==> src/rtl/ssc_pkg.sv <==
package ssc_pkg;
  typedef enum logic {
    SRC_STATUS = 1'b0,
    SRC_RDCLK  = 1'b1
  } pin_src_e;
endpackage

==> src/rtl/ssc_busy_model.sv <==
module ssc_busy_model #(
  parameter int W           = 16,
  parameter int CONV_CYCLES = 60
) (
  input  logic         clk,
  input  logic         rst,
  input  logic         conv_start,
  input  logic [W-1:0] sample_in,
  output logic         busy,
  output logic [W-1:0] result
);
  localparam int CW = $clog2(CONV_CYCLES + 1);
  localparam logic [CW-1:0] LAST = CW'(CONV_CYCLES - 1);

  logic          busy_q;
  logic [CW-1:0] cnt_q;
  logic [W-1:0]  result_q;

  always_ff @(posedge clk) begin
    if (rst) begin
      busy_q   <= 1'b0;
      cnt_q    <= '0;
      result_q <= '0;
    end else if (!busy_q) begin
      if (conv_start) begin
        busy_q <= 1'b1;
        cnt_q  <= LAST;
      end
    end else if (cnt_q == '0) begin
      busy_q   <= 1'b0;
      result_q <= sample_in;
    end else begin
      cnt_q <= cnt_q - 1'b1;
    end
  end

  assign busy   = busy_q;
  assign result = result_q;

  // busy period counts down one step per cycle, no restart
  assert_countdown_R2: assert property (@(posedge clk) disable iff (rst)
    (busy_q && cnt_q != '0) |=> (busy_q && cnt_q == $past(cnt_q) - 1'b1));

  // busy only begins after an accepted strobe
  assert_launch_R2: assert property (@(posedge clk) disable iff (rst)
    (busy_q && !$past(busy_q)) |-> ($past(conv_start) && cnt_q == LAST));

  // result changes only at end of conversion
  assert_result_hold_R9: assert property (@(posedge clk) disable iff (rst)
    (result_q != $past(result_q)) |-> ($past(busy_q) && !busy_q));
endmodule

==> src/rtl/ssc_ddr_readout.sv <==
module ssc_ddr_readout #(
  parameter int W     = 16,
  parameter int LANES = 4
) (
  input  logic             clk,
  input  logic             rst,
  input  logic             cs_act,
  input  logic [W-1:0]     result,
  output logic             rd_clk,
  output logic [LANES-1:0] rd_data,
  output logic             rd_oe
);
  localparam int NIB = W / LANES;
  localparam int IW  = (NIB > 1) ? $clog2(NIB) : 1;
  localparam logic [IW-1:0] LAST_IDX = IW'(NIB - 1);

  logic             act_q;
  logic [IW-1:0]    idx_q;
  logic [W-1:0]     word_q;
  logic             clk_q;
  logic [LANES-1:0] data_q;
  logic             oe_q;
  logic [LANES-1:0] top_res;
  logic [LANES-1:0] top_word;

  for (genvar l = 0; l < LANES; l++) begin : g_lane
    assign top_res[l]  = result[W-LANES+l];
    assign top_word[l] = word_q[W-LANES+l];
  end

  always_ff @(posedge clk) begin
    if (rst || !cs_act) begin
      act_q  <= 1'b0;
      idx_q  <= '0;
      word_q <= '0;
      clk_q  <= 1'b1;
      data_q <= '0;
      oe_q   <= 1'b0;
    end else begin
      oe_q <= 1'b1;
      if (!oe_q) begin
        act_q  <= 1'b1;
        idx_q  <= IW'(1);
        word_q <= result << LANES;
        data_q <= top_res;
        clk_q  <= 1'b0;
      end else if (act_q) begin
        word_q <= word_q << LANES;
        data_q <= top_word;
        clk_q  <= idx_q[0];
        idx_q  <= idx_q + 1'b1;
        if (idx_q == LAST_IDX) act_q <= 1'b0;
      end else begin
        clk_q <= 1'b1;
      end
    end
  end

  assign rd_clk  = clk_q;
  assign rd_data = data_q;
  assign rd_oe   = oe_q;

  // transfer opens with the clock low
  assert_first_low_R5: assert property (@(posedge clk) disable iff (rst)
    (oe_q && !$past(oe_q)) |-> (!clk_q && act_q));

  // clock changes level every cycle of an active transfer
  assert_toggle_R5: assert property (@(posedge clk) disable iff (rst)
    (act_q && $past(act_q)) |-> (clk_q != $past(clk_q)));

  // clock idles high once the transfer is complete
  assert_idle_high_R6: assert property (@(posedge clk) disable iff (rst)
    (oe_q && $past(oe_q) && !act_q) |-> clk_q);

  // enable follows sampled chip select; lanes quiet when disabled
  assert_oe_R7: assert property (@(posedge clk) disable iff (rst)
    oe_q |-> $past(cs_act));
  assert_quiet_R7: assert property (@(posedge clk) disable iff (rst)
    !oe_q |-> (data_q == '0));
endmodule

==> src/rtl/ssc_pin_arbiter.sv <==
module ssc_pin_arbiter
  import ssc_pkg::*;
(
  input  logic rd_oe,
  input  logic rd_clk,
  input  logic busy,
  output logic pin
);
  pin_src_e src;

  always_comb begin
    src = rd_oe ? SRC_RDCLK : SRC_STATUS;
    pin = (src == SRC_RDCLK) ? rd_clk : ~busy;
  end
endmodule

==> src/rtl/ssc_status_clock_pin.sv <==
module ssc_status_clock_pin #(
  parameter int W           = 16,
  parameter int LANES       = 4,
  parameter int CONV_CYCLES = 60
) (
  input  logic             clk,
  input  logic             rst,
  input  logic             conv_start,
  input  logic             cs_n,
  input  logic [W-1:0]     sample_in,
  output logic             status_clk,
  output logic [LANES-1:0] sdo_data,
  output logic             sdo_oe
);
  logic         busy;
  logic [W-1:0] result;
  logic         rd_clk;

  ssc_busy_model #(.W(W), .CONV_CYCLES(CONV_CYCLES)) u_busy (
    .clk(clk), .rst(rst), .conv_start(conv_start),
    .sample_in(sample_in), .busy(busy), .result(result)
  );

  ssc_ddr_readout #(.W(W), .LANES(LANES)) u_rd (
    .clk(clk), .rst(rst), .cs_act(~cs_n), .result(result),
    .rd_clk(rd_clk), .rd_data(sdo_data), .rd_oe(sdo_oe)
  );

  ssc_pin_arbiter u_arb (
    .rd_oe(sdo_oe), .rd_clk(rd_clk), .busy(busy), .pin(status_clk)
  );

  // with the lanes disabled, the pin only falls because of a strobe
  assert_status_fall_R4: assert property (@(posedge clk) disable iff (rst)
    (!sdo_oe && !$past(sdo_oe) && $past(status_clk) && !status_clk)
      |-> $past(conv_start));
endmodule

==> config.mk <==
export PLATFORM = sky130hd
export DESIGN_NAME = ssc_status_clock_pin
export DESIGN_NICKNAME = d
export VERILOG_FILES = /design/src/rtl/ssc_pkg.sv /design/src/rtl/ssc_busy_model.sv /design/src/rtl/ssc_ddr_readout.sv /design/src/rtl/ssc_pin_arbiter.sv /design/src/rtl/ssc_status_clock_pin.sv
export SDC_FILE = /design/constraint.sdc
export NUM_CORES = 1
export LEC_CHECK = 0
export BUFFER_PORTS_ARGS = -buffer_cell sky130_fd_sc_hd__buf_4
export CAP_MARGIN = 20
export CORE_AREA = 2 2 60 62
export CTS_CLUSTER_SIZE = 30
export DETAILED_ROUTE_END_ITERATION = 8
export DIE_AREA = 0 0 62 64
export PLACE_DENSITY = 0.81
export SLEW_MARGIN = 20
export SYNTH_ARGS = -nofsm -noshare
export SYNTH_HDL_FRONTEND = slang
export SYNTH_HIERARCHICAL = 1
export SYNTH_SLANG_ARGS = --single-unit
export TNS_END_PERCENT = 10
==> constraint.sdc <==
create_clock -name clk -period 4.55 [get_ports clk]
set_input_delay 0.6825 -clock clk [delete_from_list [all_inputs] [get_ports clk]]
set_output_delay 0.6825 -clock clk [all_outputs]
set_load 0.1 [all_outputs]
==> results of run 1 <==
cells by family after synthesis:
kind of cell / after synthesis / share of synthesized area [%]
mux: 14 / 7.26
buf+inv: 25 / 6.81
simple gates: 58 / 18.0
compound gates: 64 / 20.4
flops: 44 / 45.7
fa+ha+maj: 3 / 1.95
final cells by class:
class                           count  area (sq um)  area share [%]
Clock buffer                        6          41.3            1.95
Clock inverter                      1          5.00           0.237
Inverter                            6          22.5            1.06
Multi-Input combinational cell    139           920            43.5
Sequential cell                    44           882            41.7
Tap cell                           46          57.6            2.72
Timing Repair Buffer               25           188            8.87
stage by stage:
stage               setup WS [ns]  util, %  std cells  total power, uW  hold slack, ns
finish                       2.30     64.4        267              730           0.489
global route                 2.08     64.4        267              769           0.509
global placement             2.31     62.9        260              559           0.457
detailed placement           2.30     62.9        260              564           0.464
CTS                          1.90     64.3        267              734           0.485
floorplan                    1.70        -        208              536           0.442
layer usage:
| layer | share of wire [%] | wire length (um) |
|---|---|---|
| met1 | 48 | 1800 |
| met2 | 47 | 1760 |
| met3 | 3.3 | 123 |
| met4 | 1.4 | 51 |
| met5 | 0 | 0 |
synth_stat cells (2+ instances only):
cell	n	share of area [%]
nand2b_1	10	3.2
o32ai_1	2	0.91
inv_1	6	1.2
buf_6	3	1.8
nor2_1	17	3.3
dfxtp_1	44	46
o21ai_0	16	4.2
nor2b_1	2	0.65
clkbuf_1	5	0.97
nand2_1	2	0.39
a21oi_1	24	6.2
nand3_1	16	4.2
ha_1	3	1.9
mux2i_1	14	7.3
a211oi_1	14	5.4
nand3b_1	4	1.6
buf_2	8	2.1
worst min-delay path by stage:
| stage | startpoint | depth (start not counted) | slack, ns | end |
|---|---|---|---|---|
| after CTS | u_busy/result[7] | 2 | 0.48 | u_busy/result[7] |
| final | u_busy/result[7] | 2 | 0.49 | u_busy/result[7] |
| after detailed placement | u_busy/result[0] | 2 | 0.46 | u_rd/word_q[4] |
| after global placement | u_busy/result[1] | 2 | 0.46 | u_rd/word_q[5] |
| after global routing | u_busy/result[3] | 2 | 0.51 | u_rd/word_q[7] |
| after floorplan | u_busy/result[0] | 2 | 0.44 | u_rd/word_q[4] |
where the power goes:
group	leakage, uW	switching, uW	internal (uW)
clock network	0.0000281	117	57.1
registers	0.000359	26.2	404
logic	0.000371	75.8	50.2
total	0.000758	219	512
worst max-delay path, delay by kind of cell (launching register included):
family	cells	cell delay (ns)
compound gates	1	0.09
simple gates	1	0.10
flops	1	0.73
buf+inv	1	0.31
flip-flops by register name, indices dropped and copies added, names as in the netlist:
register       flops
u_busy/result     16
u_rd/word_q       12
u_busy/cnt_q       6
u_rd/rd_data       4
u_rd/idx_q         2
u_busy/busy        1
u_rd/act_q         1
u_rd/rd_clk        1
u_rd/rd_oe         1
==> results.sh, run 1 <==
export IMPL_outcome="finished, final reports clean"
export IMPL_postPlaceCellArea_sq_um=2070
export IMPL_synth_edf_count=0
export IMPL_critical_path_endpoint="status_clk"
export IMPL_slew_headroom_pct=40.4
export IMPL_die_h_um=64
export IMPL_cts_root_buffer="clkbuf_4"
export IMPL_rows=21
export IMPL_synth_top_flop_cell="dfxtp_1"
export IMPL_finalSetupTns_ns=0
export IMPL_grt_util_met3_pct=6.68
export IMPL_crit_arrival_ns=1.57
export IMPL_antenna_left=0
export IMPL_design_area_sq_um=2120
export IMPL_initial_utilization_pct=58.7
export IMPL_crit_slowest_cell="dfxtp_2"
export IMPL_cts_tree="done"
export IMPL_drt_drc_violations_left=0
export IMPL_critPathCaptureType="output port"
export IMPL_grt_max_degree=40
export IMPL_nets=244
export IMPL_clock_skew_ns=0.00516
export IMPL_h_tree_depth=2
export IMPL_hold_class="register to register"
export IMPL_r2r_end="u_busy/cnt_q[1]"
export IMPL_postCtsSetupBuffers=0
export IMPL_fmax_mhz=444
export IMPL_antenna_found_initial=0
export IMPL_power_per_cell_area_nw_per_um2=345
export IMPL_crit_start="u_rd/rd_oe"
export IMPL_postSynthAreaPerCell_sq_um=9.28
export IMPL_grt_setup_unrepaired="false"
export IMPL_synth_seq_cells=44
export IMPL_ys_warn_count=6
export IMPL_tightest_slew_ns=0.890
export IMPL_drv_cap=0
export IMPL_first_iter_violations=77
export IMPL_drive_above_1_share_pct=17.6
export IMPL_synthDistinctLibCells=35
export IMPL_finalWeightedCongestion=0.760
export IMPL_dieArea_sq_um=3970
export IMPL_r2r_worst_path_cells=5
export IMPL_die_w_um=62
export IMPL_synthArstFlopShare_pct=0
export IMPL_busiest_layer="met1"
export IMPL_yosysSeqAreaShare_pct=45.7
export IMPL_cp_required_ns=3.87
export IMPL_finalHoldViolCount=0
export IMPL_use_met2_pct=29.7
export IMPL_drt_pass1_iter_count=4
export IMPL_routedWlPerCell_um=14.0
export IMPL_core_area_sq_um=3280
export IMPL_routed_wl_um=3730
export IMPL_diodes=0
export IMPL_io_buffer_count=25
export IMPL_grt_overflow=0
export IMPL_synth_nets=231
export IMPL_path_cells="nand2_1, o21ai_1, buf_4"
export IMPL_netlist_instances=208
export IMPL_reg2reg_slack_ns=2.67
export IMPL_met1_usage_pct=30.2
export IMPL_ir_worst_vdd_uv=203
export IMPL_clock_sinks=44
export IMPL_worstPathMaxFanout=39
export IMPL_cts_buffers=5
export IMPL_clock_path_buffers=2
export IMPL_fin_crit_sh_pct=49.6
export IMPL_fin_crit_ns=2.25
export IMPL_postCtsHoldBufs=0
export IMPL_start_kind="register"
export IMPL_syn_area_sq_um=1930
export IMPL_fillers=304
export IMPL_grtUsageTotal_pct=21.0
export IMPL_setup_worst_path_class="register to output port"
export IMPL_clk_pin_slew_ns=0.12
export IMPL_cts_resized=0
export IMPL_power_leakage_uw=0.000758
export IMPL_grt_pass1_vias=1357
export IMPL_areaGrowthSynthToFinish_pct=9.66
export IMPL_crit_reg2reg_launch="u_busy/cnt_q[0]"
export IMPL_mostFrequentLayoutCells="dfxtp_1, buf_4, a21oi_1, nor2_1"
export IMPL_max_stage_delay_ns=0.73
export IMPL_clk_latency_ns=0.35
export IMPL_dp_final_hpwl_um=2430
export IMPL_viasPerCell=5.61
export IMPL_grt_pass1_wl_um=6250
export IMPL_final_common_cell="dfxtp_1"
export IMPL_vias=1498
export IMPL_setup_viol=0
export IMPL_io_pins=26
export IMPL_drv_slew=0
(Power assumes the default switching activity.)
==> run 2, diff against run 1 <==
--- a/config.mk
+++ b/config.mk
@@ -7,11 +7,11 @@
 export LEC_CHECK = 0
 export BUFFER_PORTS_ARGS = -buffer_cell sky130_fd_sc_hd__buf_4
 export CAP_MARGIN = 20
-export CORE_AREA = 2 2 60 62
+export CORE_AREA = 2 2 65 67
 export CTS_CLUSTER_SIZE = 30
 export DETAILED_ROUTE_END_ITERATION = 8
-export DIE_AREA = 0 0 62 64
-export PLACE_DENSITY = 0.81
+export DIE_AREA = 0 0 67 69
+export PLACE_DENSITY = 0.73
 export SLEW_MARGIN = 20
 export SYNTH_ARGS = -nofsm -noshare
 export SYNTH_HDL_FRONTEND = slang
==> constraint.sdc (replaced) <==
create_clock -name clk -period 1.9 [get_ports clk]
set_input_delay 0.285 -clock clk [delete_from_list [all_inputs] [get_ports clk]]
set_output_delay 0.285 -clock clk [all_outputs]
set_load 0.1 [all_outputs]
==> run 2 against run 1 <==
Net effect:
- global-route usage shrank 3.0 points
- via count did not move
- register-to-register slack worse by 2.5 ns
- cell area up 6.6%
- sequential cell count did not move
- worst setup slack worse by 2.2 ns
- count of clock-buffer cells in the layout shrank 1
- clock power grew to 4.1 times the previous value
- critical endpoint is now u_busy/cnt_q[0]
- largest cell class unchanged
==> results.sh, run 2 (same netlist as run 1, synthesis figures left out) <==
export IMPL_start_kind="register"
export IMPL_grtUsageTotal_pct=18.0
export IMPL_io_buffer_count=25
export IMPL_finalWeightedCongestion=0.830
export IMPL_final_util_pct=57.6
export IMPL_switchingPower_uw=571
export IMPL_viasPerCell=5.35
export IMPL_clk_pin_slew_ns=0.08
export IMPL_mostFrequentLayoutCells="dfxtp_1, buf_4, a21oi_1, nor2_1"
export IMPL_cts_root_buffer="clkbuf_8"
export IMPL_whs_ns=0.250
export IMPL_postCtsHoldBufs=0
export IMPL_antenna_found_initial=0
export IMPL_register_area_sq_um=882
export IMPL_dp_final_hpwl_um=2670
export IMPL_worstPathMaxFanout=21
export IMPL_fin_crit_sh_pct=92.6
export IMPL_crit_arrival_ns=1.98
export IMPL_max_stage_delay_ns=0.60
export IMPL_first_iter_violations=86
export IMPL_postCtsSetupBuffers=0
export IMPL_antenna_left=0
export IMPL_crit_slowest_cell="or4b_4"
export IMPL_clock_path_buffers=2
export IMPL_clk_latency_ns=0.29
export IMPL_clock_skew_ns=0.00803
export IMPL_clkPwrFrac_pct=34.4
export IMPL_die_w_um=67
export IMPL_largest_reg_flops=16
export IMPL_cts_tree="done"
export IMPL_fillers=375
export IMPL_hold_class="primary input to register"
export IMPL_power_per_cell_area_nw_per_um2=917
export IMPL_cts_resized=0
export IMPL_tightest_slew_ns=0.408
export IMPL_finalHoldViolCount=0
export IMPL_setup_worst_path_class="register to register"
export IMPL_slew_headroom_pct=72.7
export IMPL_design_area_sq_um=2250
export IMPL_multi_input_area_sq_um=928
export IMPL_drv_slew=0
export IMPL_fin_crit_ns=1.76
export IMPL_drive_above_1_share_pct=21.3
export IMPL_vias=1498
export IMPL_clock_sinks=44
export IMPL_dieArea_sq_um=4620
export IMPL_nets=252
export IMPL_routedWlPerCell_um=13.8
export IMPL_rows=23
export IMPL_path_cells="inv_1, ha_1, or4b_4, o211a_1, a211oi_2"
export IMPL_p_sw_share_pct=27.6
export IMPL_cp_required_ns=2.12
export IMPL_final_common_cell="dfxtp_1"
export IMPL_critPathCaptureType="register"
export IMPL_areaGrowthSynthToFinish_pct=16.9
export IMPL_ir_worst_vdd_uv=599
export IMPL_die_h_um=69
export IMPL_cts_buffers=5
export IMPL_drv_cap=0
export IMPL_grt_pass1_wl_um=6530
export IMPL_drt_pass1_iter_count=4
export IMPL_grt_pass1_vias=1424
export IMPL_grt_setup_unrepaired="false"
export IMPL_seq_power_share_pct=48.9
export IMPL_routed_wl_um=3880
export IMPL_initial_utilization_pct=49.3
export IMPL_p_total_uw=2070
export IMPL_power_leakage_uw=0.000826
export IMPL_core_area_sq_um=3910
export IMPL_finalSetupTns_ns=0
export IMPL_outcome="finished, final reports clean"
export IMPL_h_tree_depth=2
export IMPL_diodes=0
export IMPL_postPlaceCellArea_sq_um=2140
export IMPL_combPwrFrac_pct=16.8
export IMPL_setup_viol=0
export IMPL_io_pins=26
export IMPL_grt_overflow=0
export IMPL_fmax_mhz=568
export IMPL_p_int_uw=1500
export IMPL_drt_drc_violations_left=0
export IMPL_grt_max_degree=27
==> run 2: worst paths after layout <==
kind | from | slack (ns) | to | cells after the start
max reg2reg | u_busy/cnt_q[0] | 0.14 | u_busy/cnt_q[0] | 5
min | sample_in[15] | 0.25 | u_busy/result[15] | 3
min reg2reg | u_busy/result[2] | 0.47 | u_rd/word_q[6] | 2
max | u_busy/cnt_q[0] | 0.14 | u_busy/cnt_q[0] | 5
==> run 2: critical path, delay by kind of cell, from the launching register on <==
family / cells / cell delay (ns)
compound gates: 2 / 0.45
fa+ha+maj: 1 / 0.19
buf+inv: 1 / 0.13
flops: 1 / 0.33
simple gates: 1 / 0.60
==> run 2: power by group through the flow <==
stage	registers, uW	clock network (uW)	logic, uW
after global routing	1020	771	380
after detailed placement	1030	0	346
after floorplan	1050	0	242
after global placement	1030	0	338
final	1010	710	346
after CTS	1010	720	347
==> run 2: per-stage QoR <==
step,cells,worst slack (ns)
finish,280,0.140
global route,280,0.0400
CTS,280,0.0977
detailed placement,272,0.156
global placement,272,0.229
floorplan,208,0.0857
==> run 2: layer usage <==
| metal | GRT usage [%] | wire length, um | vias to the layer above |
|---|---|---|---|
| li1 | - | - | 790 |
| met1 | 23.9 | 1940 | 694 |
| met2 | 29.2 | 1840 | 12 |
| met3 | 3.92 | 87 | 2 |
| met4 | 4.76 | 7 | 0 |
| met5 | 0 | 0 | - |
==> run 2: final cells by class <==
type	count	area share, %
timing repair buffer	33	11.0
multi-input combinational	139	41.2
clock buffer	5	3.05
sequential	44	39.1
inverter	6	0.999
tap	50	2.77
clock inverter	3	1.89
